<file path="config.mk">
export PLATFORM = sky130hd
export DESIGN_NAME = pbit_inv_adder
export DESIGN_NICKNAME = d
export VERILOG_FILES = /design/src/rtl/pbit_adder_pkg.sv /design/src/rtl/pbit_cell.sv /design/src/rtl/pbit_stage.sv /design/src/rtl/sample_timer.sv /design/src/rtl/pbit_inv_adder.sv
export SDC_FILE = /design/constraint.sdc
export NUM_CORES = 1
export LEC_CHECK = 0
export BUFFER_PORTS_ARGS = -buffer_cell sky130_fd_sc_hd__buf_4
export CORE_MARGIN = 2
export CORE_UTILIZATION = 45
export DETAILED_ROUTE_END_ITERATION = 16
export HOLD_SLACK_MARGIN = 0.08
export MAX_ROUTING_LAYER = met4
export PLACE_DENSITY = 0.6
export SKIP_CTS_REPAIR_TIMING = 1
export SYNTH_ARGS = -nofsm -noshare
export SYNTH_HDL_FRONTEND = slang
export SYNTH_SLANG_ARGS = --single-unit
</file>
<file path="constraint.sdc">
create_clock -name clk -period 20.8 [get_ports clk]
set_input_delay 2.08 -clock clk [delete_from_list [all_inputs] [get_ports clk]]
set_output_delay 2.08 -clock clk [all_outputs]
set_load 0.05 [all_outputs]
</file>
<file path="src/rtl/pbit_adder_pkg.sv">
package pbit_adder_pkg;

    typedef enum logic [1:0] {PB_HOLD, PB_COUNT, PB_FIRE} pb_phase_e;
    typedef enum logic       {SMP_SETTLE, SMP_RUN}        smp_phase_e;

    localparam int FIELD_W = 8;   // signed energy-change width
    localparam int DRAW_W  = 8;   // random byte width
    localparam int LFSR_W  = 16;
    localparam logic [LFSR_W-1:0] LFSR_TAPS = 16'hB400;
    localparam int ROLES   = 4;   // a, b, sum, carry

    // Weight of each role in the stage balance a+b+cin-sum-2*cout.
    function automatic logic signed [FIELD_W-1:0] role_coef(input int role);
        case (role)
            0, 1:    return FIELD_W'(1);
            2:       return -FIELD_W'(1);
            default: return -FIELD_W'(2);
        endcase
    endfunction

    // E(x=1) - E(x=0) for a squared-balance stage energy.
    function automatic logic signed [FIELD_W-1:0] energy_step(
        input logic signed [FIELD_W-1:0] bal,
        input logic signed [FIELD_W-1:0] coef,
        input logic                      x);
        int rest;
        rest = int'(bal) - (x ? int'(coef) : 0);
        return FIELD_W'(2 * int'(coef) * rest + int'(coef) * int'(coef));
    endfunction

    // Base-2 logistic: probability of drawing 1, scaled to 2^DRAW_W.
    function automatic logic [DRAW_W:0] accept_level(input int h);
        int k;
        if (h >= 0) begin
            k = h;
            if (k >= DRAW_W) return (DRAW_W+1)'(1 << DRAW_W);
            return (DRAW_W+1)'((1 << DRAW_W) - ((1 << (DRAW_W-1)) >> k));
        end
        k = -h;
        if (k >= DRAW_W) return '0;
        return (DRAW_W+1)'((1 << (DRAW_W-1)) >> k);
    endfunction

    // Per-unit redraw interval spread +-30% around the mean.
    function automatic int unit_interval(input int idx, input int mean);
        int spr;
        spr = (mean * 3) / 10;
        return mean - spr + ((idx * 7) % (2 * spr + 1));
    endfunction

    function automatic logic [LFSR_W-1:0] unit_seed(input int idx);
        return LFSR_W'(32'hACE1 + idx * 32'h3C6F) | LFSR_W'(1);
    endfunction

endpackage

</file>
<file path="src/rtl/pbit_cell.sv">
module pbit_cell
    import pbit_adder_pkg::*;
#(
    parameter int                IVL   = 200,
    parameter logic [LFSR_W-1:0] SEED  = 16'h0001,
    parameter int                STR_W = 3
) (
    input  logic                      clk,
    input  logic                      rst_n,
    input  logic                      hold,
    input  logic                      hold_val,
    input  logic signed [FIELD_W-1:0] de,
    input  logic [STR_W-1:0]          strength,
    output logic                      spin
);

    localparam int              CNT_W = (IVL > 2) ? $clog2(IVL) : 1;
    localparam logic [CNT_W-1:0] LAST = CNT_W'(IVL - 2);

    pb_phase_e          phase_q;
    logic [CNT_W-1:0]   cnt_q;
    logic [LFSR_W-1:0]  lfsr_q;
    logic [LFSR_W-1:0]  lfsr_nxt;
    logic [DRAW_W:0]    level;
    logic               draw;
    int                 h;

    always_comb begin
        h        = -(int'(de) * int'(strength));
        level    = accept_level(h);
        draw     = ({1'b0, lfsr_q[DRAW_W-1:0]} < level);
        lfsr_nxt = lfsr_q[0] ? ((lfsr_q >> 1) ^ LFSR_TAPS) : (lfsr_q >> 1);
    end

    // State register: interval sequencing.
    always_ff @(posedge clk or negedge rst_n) begin
        if (!rst_n) begin
            phase_q <= PB_COUNT;
            cnt_q   <= '0;
        end else begin
            unique case (phase_q)
                PB_HOLD: begin
                    if (!hold) begin
                        phase_q <= PB_COUNT;
                        cnt_q   <= '0;
                    end
                end
                PB_COUNT: begin
                    if (hold) begin
                        phase_q <= PB_HOLD;
                    end else if (cnt_q == LAST) begin
                        phase_q <= PB_FIRE;
                    end else begin
                        cnt_q <= cnt_q + 1'b1;
                    end
                end
                PB_FIRE: begin
                    phase_q <= hold ? PB_HOLD : PB_COUNT;
                    cnt_q   <= '0;
                end
                default: phase_q <= PB_COUNT;
            endcase
        end
    end

    // Output register: spin and random source.
    always_ff @(posedge clk or negedge rst_n) begin
        if (!rst_n) begin
            spin   <= 1'b0;
            lfsr_q <= SEED;
        end else begin
            lfsr_q <= lfsr_nxt;
            if (hold) begin
                spin <= hold_val;
            end else if (phase_q == PB_FIRE) begin
                spin <= draw;
            end
        end
    end

endmodule

</file>
<file path="src/rtl/pbit_stage.sv">
module pbit_stage
    import pbit_adder_pkg::*;
#(
    parameter bit HALF     = 1'b0,
    parameter int BASE     = 0,
    parameter int MEAN_IVL = 200,
    parameter int STR_W    = 3
) (
    input  logic              clk,
    input  logic              rst_n,
    input  logic              carry_in,
    input  logic [STR_W-1:0]  strength,
    input  logic [ROLES-1:0]  hold,
    input  logic [ROLES-1:0]  hold_val,
    output logic [ROLES-1:0]  spins
);

    logic                      cin_eff;
    logic signed [FIELD_W-1:0] bal;

    assign cin_eff = HALF ? 1'b0 : carry_in;

    always_comb begin
        bal = FIELD_W'(int'(spins[0]) + int'(spins[1]) + int'(cin_eff)
                       - int'(spins[2]) - 2 * int'(spins[3]));
    end

    for (genvar k = 0; k < ROLES; k++) begin : g_cell
        localparam logic signed [FIELD_W-1:0] COEF = role_coef(k);
        logic signed [FIELD_W-1:0] de;

        assign de = energy_step(bal, COEF, spins[k]);

        pbit_cell #(
            .IVL   (unit_interval(BASE + k, MEAN_IVL)),
            .SEED  (unit_seed(BASE + k)),
            .STR_W (STR_W)
        ) cell_i (
            .clk      (clk),
            .rst_n    (rst_n),
            .hold     (hold[k]),
            .hold_val (hold_val[k]),
            .de       (de),
            .strength (strength),
            .spin     (spins[k])
        );
    end

endmodule

</file>
<file path="src/rtl/sample_timer.sv">
module sample_timer
    import pbit_adder_pkg::*;
#(
    parameter int SETTLE = 256,
    parameter int PERIOD = 64
) (
    input  logic clk,
    input  logic rst_n,
    output logic stb
);

    localparam int CW = $clog2(((SETTLE > PERIOD) ? SETTLE : PERIOD) + 1);

    smp_phase_e     phase_q;
    logic [CW-1:0]  cnt_q;

    always_ff @(posedge clk or negedge rst_n) begin
        if (!rst_n) begin
            phase_q <= SMP_SETTLE;
            cnt_q   <= '0;
        end else begin
            unique case (phase_q)
                SMP_SETTLE: begin
                    if (cnt_q == CW'(SETTLE - 1)) begin
                        phase_q <= SMP_RUN;
                        cnt_q   <= '0;
                    end else begin
                        cnt_q <= cnt_q + 1'b1;
                    end
                end
                SMP_RUN: begin
                    cnt_q <= (cnt_q == CW'(PERIOD - 1)) ? '0 : cnt_q + 1'b1;
                end
                default: phase_q <= SMP_SETTLE;
            endcase
        end
    end

    always_ff @(posedge clk or negedge rst_n) begin
        if (!rst_n) stb <= 1'b0;
        else        stb <= (phase_q == SMP_RUN) && (cnt_q == CW'(PERIOD - 1));
    end

endmodule

</file>
<file path="src/rtl/pbit_inv_adder.sv">
module pbit_inv_adder
    import pbit_adder_pkg::*;
#(
    parameter int N          = 4,
    parameter int MEAN_IVL   = 200,
    parameter int SETTLE     = 256,
    parameter int SAMPLE_IVL = 64,
    parameter int STR_W      = 3
) (
    input  logic             clk,
    input  logic             rst_n,
    input  logic [STR_W-1:0] strength,
    input  logic [N-1:0]     a_clamp_en,
    input  logic [N-1:0]     a_clamp_val,
    input  logic [N-1:0]     b_clamp_en,
    input  logic [N-1:0]     b_clamp_val,
    input  logic [N:0]       s_clamp_en,
    input  logic [N:0]       s_clamp_val,
    output logic [N-1:0]     a_state,
    output logic [N-1:0]     b_state,
    output logic [N:0]       s_state,
    output logic             sample_stb
);

    logic [N-1:0] carry;
    logic [N-1:0] cin_w;

    for (genvar g = 0; g < N; g++) begin : g_stage
        logic [ROLES-1:0] hold_g;
        logic [ROLES-1:0] val_g;
        logic [ROLES-1:0] spins_g;

        assign hold_g[2:0] = {s_clamp_en[g],  b_clamp_en[g],  a_clamp_en[g]};
        assign val_g[2:0]  = {s_clamp_val[g], b_clamp_val[g], a_clamp_val[g]};

        if (g == N - 1) begin : g_last
            assign hold_g[3] = s_clamp_en[N];
            assign val_g[3]  = s_clamp_val[N];
        end else begin : g_inner
            assign hold_g[3] = 1'b0;
            assign val_g[3]  = 1'b0;
        end

        // One-way link: only the lower carry-out unit feeds this stage.
        if (g == 0) begin : g_lsb
            assign cin_w[g] = 1'b0;
        end else begin : g_upper
            assign cin_w[g] = carry[g-1];
        end

        pbit_stage #(
            .HALF     (g == 0),
            .BASE     (ROLES * g),
            .MEAN_IVL (MEAN_IVL),
            .STR_W    (STR_W)
        ) stage_i (
            .clk      (clk),
            .rst_n    (rst_n),
            .carry_in (cin_w[g]),
            .strength (strength),
            .hold     (hold_g),
            .hold_val (val_g),
            .spins    (spins_g)
        );

        assign a_state[g] = spins_g[0];
        assign b_state[g] = spins_g[1];
        assign s_state[g] = spins_g[2];
        assign carry[g]   = spins_g[3];
    end

    assign s_state[N] = carry[N-1];

    sample_timer #(
        .SETTLE (SETTLE),
        .PERIOD (SAMPLE_IVL)
    ) timer_i (
        .clk   (clk),
        .rst_n (rst_n),
        .stb   (sample_stb)
    );

endmodule

</file>
* After elaboration in Yosys (flattened, before gate mapping)
Cells that the tools add are included.
Operators by class: add/subtract/negate cells 120, $mul 16, divide/modulo/power cells 0, order comparisons 64, equality and inequality tests 108, shift-type cells 32, muxes and demuxes 368, bitwise operators 17, reductions and logical operators 78
Operators by type and width (count):
- >= comparator 32 x 5 -> 1 bit, second input constant | 32
- negator 32 bit | 32
- right shift 8 x 32 -> 9 bit, first input constant | 32
- two-way mux 9 bit | 98
- >= comparator 32 x 1 -> 1 bit, second input constant | 16
- two-way mux 8 bit | 42
- one-hot mux 8 bit (3 select lines) | 13
- two-way mux 16 bit | 16
- multiplier 8 x 4 -> 12 bit | 16
- < comparator 8 x 9 -> 1 bit | 16
- subtractor 9 bit, first input constant | 16
- two-way mux 1 bit | 129
- adder 8 x 1 -> 8 bit, second input constant | 16
- == test 8 bit, second input constant | 16
- adder 8 x 2 -> 8 bit, second input constant | 12
- two-way mux 2 bit | 45
- inequality test 2 bit, second input constant | 45
- subtractor 7 x 2 -> 7 bit | 12
- one-hot mux 2 bit (3 select lines) | 13
- inverter 3 -> 4 bit | 16
- AND reduction 4 bit | 13
- one-hot mux 8 bit (2 select lines) | 3
- inequality test 3 bit, second input constant | 13
- nonzero test 3 bit | 13
- 22 further kinds | 128
Word-level totals: bits in registers 443, bits in latches 0, RAM bits 0, ROM bits 0, bits of input ports 31, output and inout port bits 14, logic and storage cells 870, memories kept 0

* Depth between registers and ports, before layout
word-level depth 20, depth in mapped cells 49, gate-level depth less buffers 47

* Cells and area by module
From an unflattened synthesis, not the netlist that was laid out.
Second synthesis, totals: cells, all modules 6399, area, all modules 55405.6 µm²
Modules (own cells, without submodules):
- pbit_cell at g_stage[2].stage_i.g_cell[2].cell_i | instances 1, cells each 397, area each 3504.6 µm², sequential area each 685.7 µm²
- pbit_cell at g_stage[0].stage_i.g_cell[2].cell_i | instances 1, cells each 385, area each 3433.3 µm², sequential area each 689.4 µm²
- pbit_cell at g_stage[3].stage_i.g_cell[0].cell_i | instances 1, cells each 388, area each 3412.0 µm², sequential area each 683.2 µm²
- pbit_cell at g_stage[0].stage_i.g_cell[1].cell_i | instances 1, cells each 394, area each 3363.2 µm², sequential area each 686.9 µm²
- pbit_cell at g_stage[1].stage_i.g_cell[2].cell_i | instances 1, cells each 375, area each 3299.4 µm², sequential area each 689.4 µm²
- pbit_cell at g_stage[2].stage_i.g_cell[3].cell_i | instances 1, cells each 373, area each 3291.9 µm², sequential area each 686.9 µm²
- pbit_cell at g_stage[2].stage_i.g_cell[1].cell_i | instances 1, cells each 380, area each 3289.4 µm², sequential area each 686.9 µm²
- pbit_cell at g_stage[1].stage_i.g_cell[3].cell_i | instances 1, cells each 385, area each 3274.4 µm², sequential area each 689.4 µm²
- pbit_cell at g_stage[1].stage_i.g_cell[1].cell_i | instances 1, cells each 365, area each 3241.9 µm², sequential area each 688.2 µm²
- pbit_cell at g_stage[3].stage_i.g_cell[1].cell_i | instances 1, cells each 383, area each 3239.4 µm², sequential area each 688.2 µm²
- pbit_cell at g_stage[0].stage_i.g_cell[0].cell_i | instances 1, cells each 373, area each 3238.1 µm², sequential area each 686.9 µm²
- pbit_cell at g_stage[3].stage_i.g_cell[2].cell_i | instances 1, cells each 369, area each 3231.8 µm², sequential area each 691.9 µm²
- pbit_cell at g_stage[3].stage_i.g_cell[3].cell_i | instances 1, cells each 371, area each 3183.1 µm², sequential area each 688.2 µm²
- pbit_cell at g_stage[0].stage_i.g_cell[3].cell_i | instances 1, cells each 368, area each 3179.3 µm², sequential area each 686.9 µm²
- 7 more rows

* Worst setup path before layout
Ideal clock, no wire load.
path kind input to register, start point input port strength[0], end point register g_stage[3].stage_i.g_cell[2].cell_i.spin, setup time 0.086 ns, data arrival time 11.490 ns, required time 20.714 ns, path slack 9.224 ns, cell stages on the path 40, path buffers 11, cells stage by stage buf_6 buf_2 clkbuf_1 buf_1 clkbuf_1 buf_1 clkbuf_1 clkbuf_1 buf_1 buf_1 nand2_1 fa_1 fa_1 clkbuf_1 nor4b_1 and2_0 nand3_1 nor4_2 [4 not listed] or4b_1 or3_1 nor2_1 nand2_1 ha_1 o21bai_1 a21oi_1 a31oi_1 ha_1 a21o_1 a21o_1 a21oi_1 nor2b_1 o21ai_0 nand2b_1 a21oi_1 o211ai_1 a32oi_1
Between the ends: word-level cells in the longest chain between the ends 13, elaborated cells between the ends (all ways) 22, classes of those cells add/sub: 3; mul: 1; order compare: 4; shift: 2; mux: 12
Ends and longest elaborated chain:
- from (decl) | line pbit_inv_adder.sv:12 | input logic [STR_W-1:0] strength,
- multiplier 8 x 4 -> 12 bit * | line pbit_cell.sv:29 | h = -(int'(de) * int'(strength));
- negator 32 bit * | line pbit_cell.sv:29
- parallel branches: the longest is 7 deep, another holds negator 32 bit
- two-way mux 9 bit * | line pbit_adder_pkg.sv:39 | k = -h;
- < comparator 8 x 9 -> 1 bit * | line pbit_cell.sv:31 | draw = ({1'b0, lfsr_q[DRAW_W-1:0]} < level);
- two-way mux 1 bit * | line pbit_cell.sv:75 | end else if (phase_q == PB_FIRE) begin
- two-way mux 1 bit * | line pbit_cell.sv:73 | if (hold) begin
- to (signal assigned) | line pbit_cell.sv:74 | spin <= hold_val;
- to (signal assigned) | line pbit_cell.sv:76 | spin <= draw;
- to (decl) | line pbit_cell.sv:14 | output logic spin
Every way passes the cells marked *. The select of a mux whose other input is x is not followed. A chain may end at the register's enable or synchronous reset.

* Worst setup path after layout
start point register g_stage[3].stage_i.g_cell[1].cell_i.spin, end point register g_stage[3].stage_i.g_cell[2].cell_i.spin
Between the ends: word-level cells in the longest chain between the ends 20, elaborated cells between the ends (all ways) 29, classes of those cells add/sub: 10; mul: 1; order compare: 4; shift: 2; mux: 12
Ends and longest elaborated chain:
- from (decl) | line pbit_cell.sv:14
- from (signal assigned) | line pbit_cell.sv:74
- from (signal assigned) | line pbit_cell.sv:76
- adder 1 x 1 -> 2 bit * | line pbit_stage.sv:24 | bal = FIELD_W'(int'(spins[0]) + int'(spins[1]) + int'(cin_eff)
- adder 7 x 2 -> 7 bit * | line pbit_stage.sv:24
- subtractor 7 x 2 -> 7 bit * | line pbit_stage.sv:25 | - int'(spins[2]) - 2 * int'(spins[3]));
- subtractor 7 x 3 -> 7 bit * | line pbit_stage.sv:25
- subtractor 7 bit * | line pbit_adder_pkg.sv:27 | rest = int'(bal) - (x ? int'(coef) : 0);
- negator 7 bit (implied by the code) * | line pbit_adder_pkg.sv:28 | return FIELD_W'(2 * int'(coef) * rest + int'(coef) * int'(coef));
- adder 8 x 2 -> 8 bit * | line pbit_adder_pkg.sv:28
- multiplier 8 x 4 -> 12 bit * | line pbit_cell.sv:29
- negator 32 bit * | line pbit_cell.sv:29
- parallel branches: the longest is 7 deep, another holds negator 32 bit
- two-way mux 9 bit * | line pbit_adder_pkg.sv:39
- < comparator 8 x 9 -> 1 bit * | line pbit_cell.sv:31
- two-way mux 1 bit * | line pbit_cell.sv:75
- two-way mux 1 bit * | line pbit_cell.sv:73
Marked as above.

==> flow_metrics.py <==
metrics = {
    "status": {
        "status": "complete, no violations",
    },
    "setup_path": {
        "crit_path_frequent_cell": "ha_1",
        "path_max_fanout": 9,
        "startpoint": "g_stage[3].stage_i.g_cell[1].cell_i.spin",
        "path_class": "flip-flop to flip-flop",
        "end_kind": "flip-flop",
        "cp.required_ns": 21.38,
        "cpPeakStageDelay_ns": 0.67,
        "arrival_ns": 11.70,
        "reg2reg_from": "g_stage[3].stage_i.g_cell[1].cell_i.spin",
        "startpoint_type": "flip-flop",
        "slowest_stage": "or4b_2",
    },
    "route": {
        "wl_per_cell_um": 15.3,
        "vias_per_cell": 5.75,
        "route.vias.total": 44669,
        "drt-initial-drc-count": 2465,
        "wl_um": 119000,
        "ant_nets": 0,
        "first_pass_iters": 5,
        "route.detailed.drc": 0,
    },
    "floorplanning": {
        "die_h_um": 343,
        "die_w_um": 343,
        "die_area_mm2": 0.118,
        "design.core.area_mm2": 0.114,
        "num_io_pins": 45,
        "rows": 124,
        "start_util_pct": 45.3,
    },
    "synth": {
        "synth_flop_cell": "dfrtp_1",
        "synthArstFlopShare_pct": 100,
        "yosysTopAreaCellShare_pct": 15.6,
        "syn_area_mm2": 0.0518,
        "yosys-top-cells-area": "ha_1 16%, dfrtp_1 14%, dfstp_2 7.8%, fa_1 5.3%, nor2_1 4.3%",
        "synthCells": 6286,
        "ys.warnings.count": 0,
        "synth.net_count": 7101,
        "synth_edf_count": 0,
        "yosysTopAreaCell": "ha_1",
        "avgSynthCellArea_um2": 8.24,
        "ys_types": 110,
        "ys_seq_area_share_pct": 21.8,
        "ys_ff_latch": 443,
    },
    "hold_path": {
        "hold_start": "g_stage[2].stage_i.g_cell[3].cell_i.lfsr_q[1]",
        "min_path_type": "flip-flop to flip-flop",
    },
    "sta": {
        "fmax_mhz": 90.0,
        "fin_crit_ns": 11.12,
        "rsz0062_at_grt": "false",
        "tightestPinTransition_ns": 1.13,
        "slew-limit-headroom_pct": 24.4,
        "hold_viol": 0,
        "setup_viol_count_final": 0,
        "skew_ns": 0.0286,
        "hold_ws_ns": 0.341,
        "fin_setup_tns_ns": 0,
        "drv_slew": 0,
        "period_share_pct": 53.4,
    },
    "final_layout": {
        "layoutNonFillerInstCount": 7769,
        "layout.nets": 7027,
        "antenna_cells": 0,
        "final_cell_mix": "646 x ha_1, 586 x nor2_1, 495 x inv_1, 405 x nand2_1, 324 x a21oi_1",
        "final_area_mm2": 0.0553,
        "drive_gt1_share_pct": 6.97,
        "syn_to_final_growth_pct": 6.75,
        "final_common_cell": "ha_1",
    },
    "placed_design": {
        "placed_cells": 7669,
        "placed_area_mm2": 0.0534,
        "io_buffers": 44,
        "dp_hpwl_um": 90200,
        "gp_congestion": 0.883,
    },
    "grt": {
        "grt_pass1_wl_um": 203000,
        "grt_pass1_vias": 42585,
        "globalRouteOverflowTotal": 0,
        "antenna_found_initial": 1,
        "grt_max_degree": 111,
        "grt_usage_pct": 20.5,
    },
    "clock_tree": {
        "cts_inserted_buffers": 53,
        "cts_max_path_buffers": 3,
        "cts_tree": "yes",
        "htree_levels": 2,
        "root_buffer": "clkbuf_16",
        "clkSinkCount": 443,
        "clkTransAtPathRegs_ns": 0.06,
        "insertion_delay_ns": 0.66,
    },
    "job": {
        "maxCapViolCount": 0,
    },
}
## through the flow
| stage | setup slack (ns) | util, % |
|---|---|---|
| final | 9.68 | 48.4 |
| after global routing | 8.74 | 48.4 |
| after CTS | 9.71 | 48.4 |
| after detailed placement | 9.40 | 46.8 |
| after global placement | 9.65 | 46.8 |
| after floorplan | 9.22 | - |
## cells by family after synthesis
logic type,after synthesis,share of synthesized area [%]
buf+inv,701,5.22
compound gates,1453,19.1
simple gates,2439,24.8
fa+ha+maj,785,21.0
flops,443,21.8
xor+xnor,405,6.96
mux,60,1.18
## sequential cells by signal (all words and copies together), names as in the netlist
signal / count
g_stage.stage_i.g_cell.cell_i.phase_q: 32
timer_i.stb: 1
timer_i.cnt_q: 9
timer_i.phase_q: 1
g_stage.stage_i.g_cell.cell_i.lfsr_q: 256
g_stage.stage_i.g_cell.cell_i.cnt_q: 128
g_stage.stage_i.g_cell.cell_i.spin: 16
## worst max-delay path: cells and delay by family, from the launching register on
| family | cells | cell delay, ns |
|---|---|---|
| AOI/OAI and AO/OA | 14 | 2.43 |
| adders and majority gates | 12 | 4.04 |
| buffers and inverters | 7 | 0.47 |
| DFF | 1 | 0.52 |
| and+or+nand+nor | 13 | 3.58 |
## routing by layer
| metal | global-route usage (%) | wire (um) |
|---|---|---|
| met3 | 1.69 | 3030 |
| met1 | 26.5 | 56500 |
| met5 | - | 0 |
| met4 | 4.69 | 2150 |
| met2 | 34.8 | 56900 |
## synthesized netlist by cell type (27+ instances only)
master / instances
nand2_1: 405
or2_2: 44
and3_1: 88
nand2b_1: 125
o21ai_0: 288
a21oi_1: 324
nor3b_1: 36
inv_1: 497
o21a_1: 65
xor2_1: 211
ha_1: 646
a22oi_1: 37
nand3_1: 209
a21o_1: 89
mux2i_1: 50
o31ai_1: 29
nand4_1: 121
dfrtp_1: 290
a211o_1: 31
o211ai_1: 61
a2111oi_0: 27
nor3_1: 197
dfstp_2: 153
o2111ai_1: 29
fa_1: 138
a211oi_1: 73
nor2b_1: 132
nor4b_1: 35
a31oi_1: 68
nor2_1: 587
clkbuf_1: 149
or3_1: 91
and2_1: 136
nor4_1: 79
xnor2_1: 190
## cell type report
| cell class | instances | area [um2] |
|---|---|---|
| Clock buffer | 76 | 1550 |
| Timing Repair Buffer | 68 | 522 |
| Inverter | 504 | 1900 |
| Tap cell | 1512 | 1890 |
| Multi-Input combinational cell | 5142 | 37800 |
| Fill cell | 11258 | 58900 |
| Clock inverter | 24 | 324 |
| Sequential cell | 443 | 11300 |
## final timing paths
check                           cells past startpoint  slack [ns]                                       endpoint
worst max-delay path                               46        9.68       g_stage[3].stage_i.g_cell[2].cell_i.spin
worst min-delay path                                0        0.34  g_stage[2].stage_i.g_cell[3].cell_i.lfsr_q[0]
worst max register to register                     46        9.68       g_stage[3].stage_i.g_cell[2].cell_i.spin
worst min register to register                      0        0.34  g_stage[2].stage_i.g_cell[3].cell_i.lfsr_q[0]
max in group asynchronous                           4       16.34                               timer_i.cnt_q[3]
min in group asynchronous                           1        1.48   g_stage[0].stage_i.g_cell[3].cell_i.cnt_q[4]
Power is not shown: default switching activity piles up to over one toggle a cycle in this logic, so the estimate is an artifact.
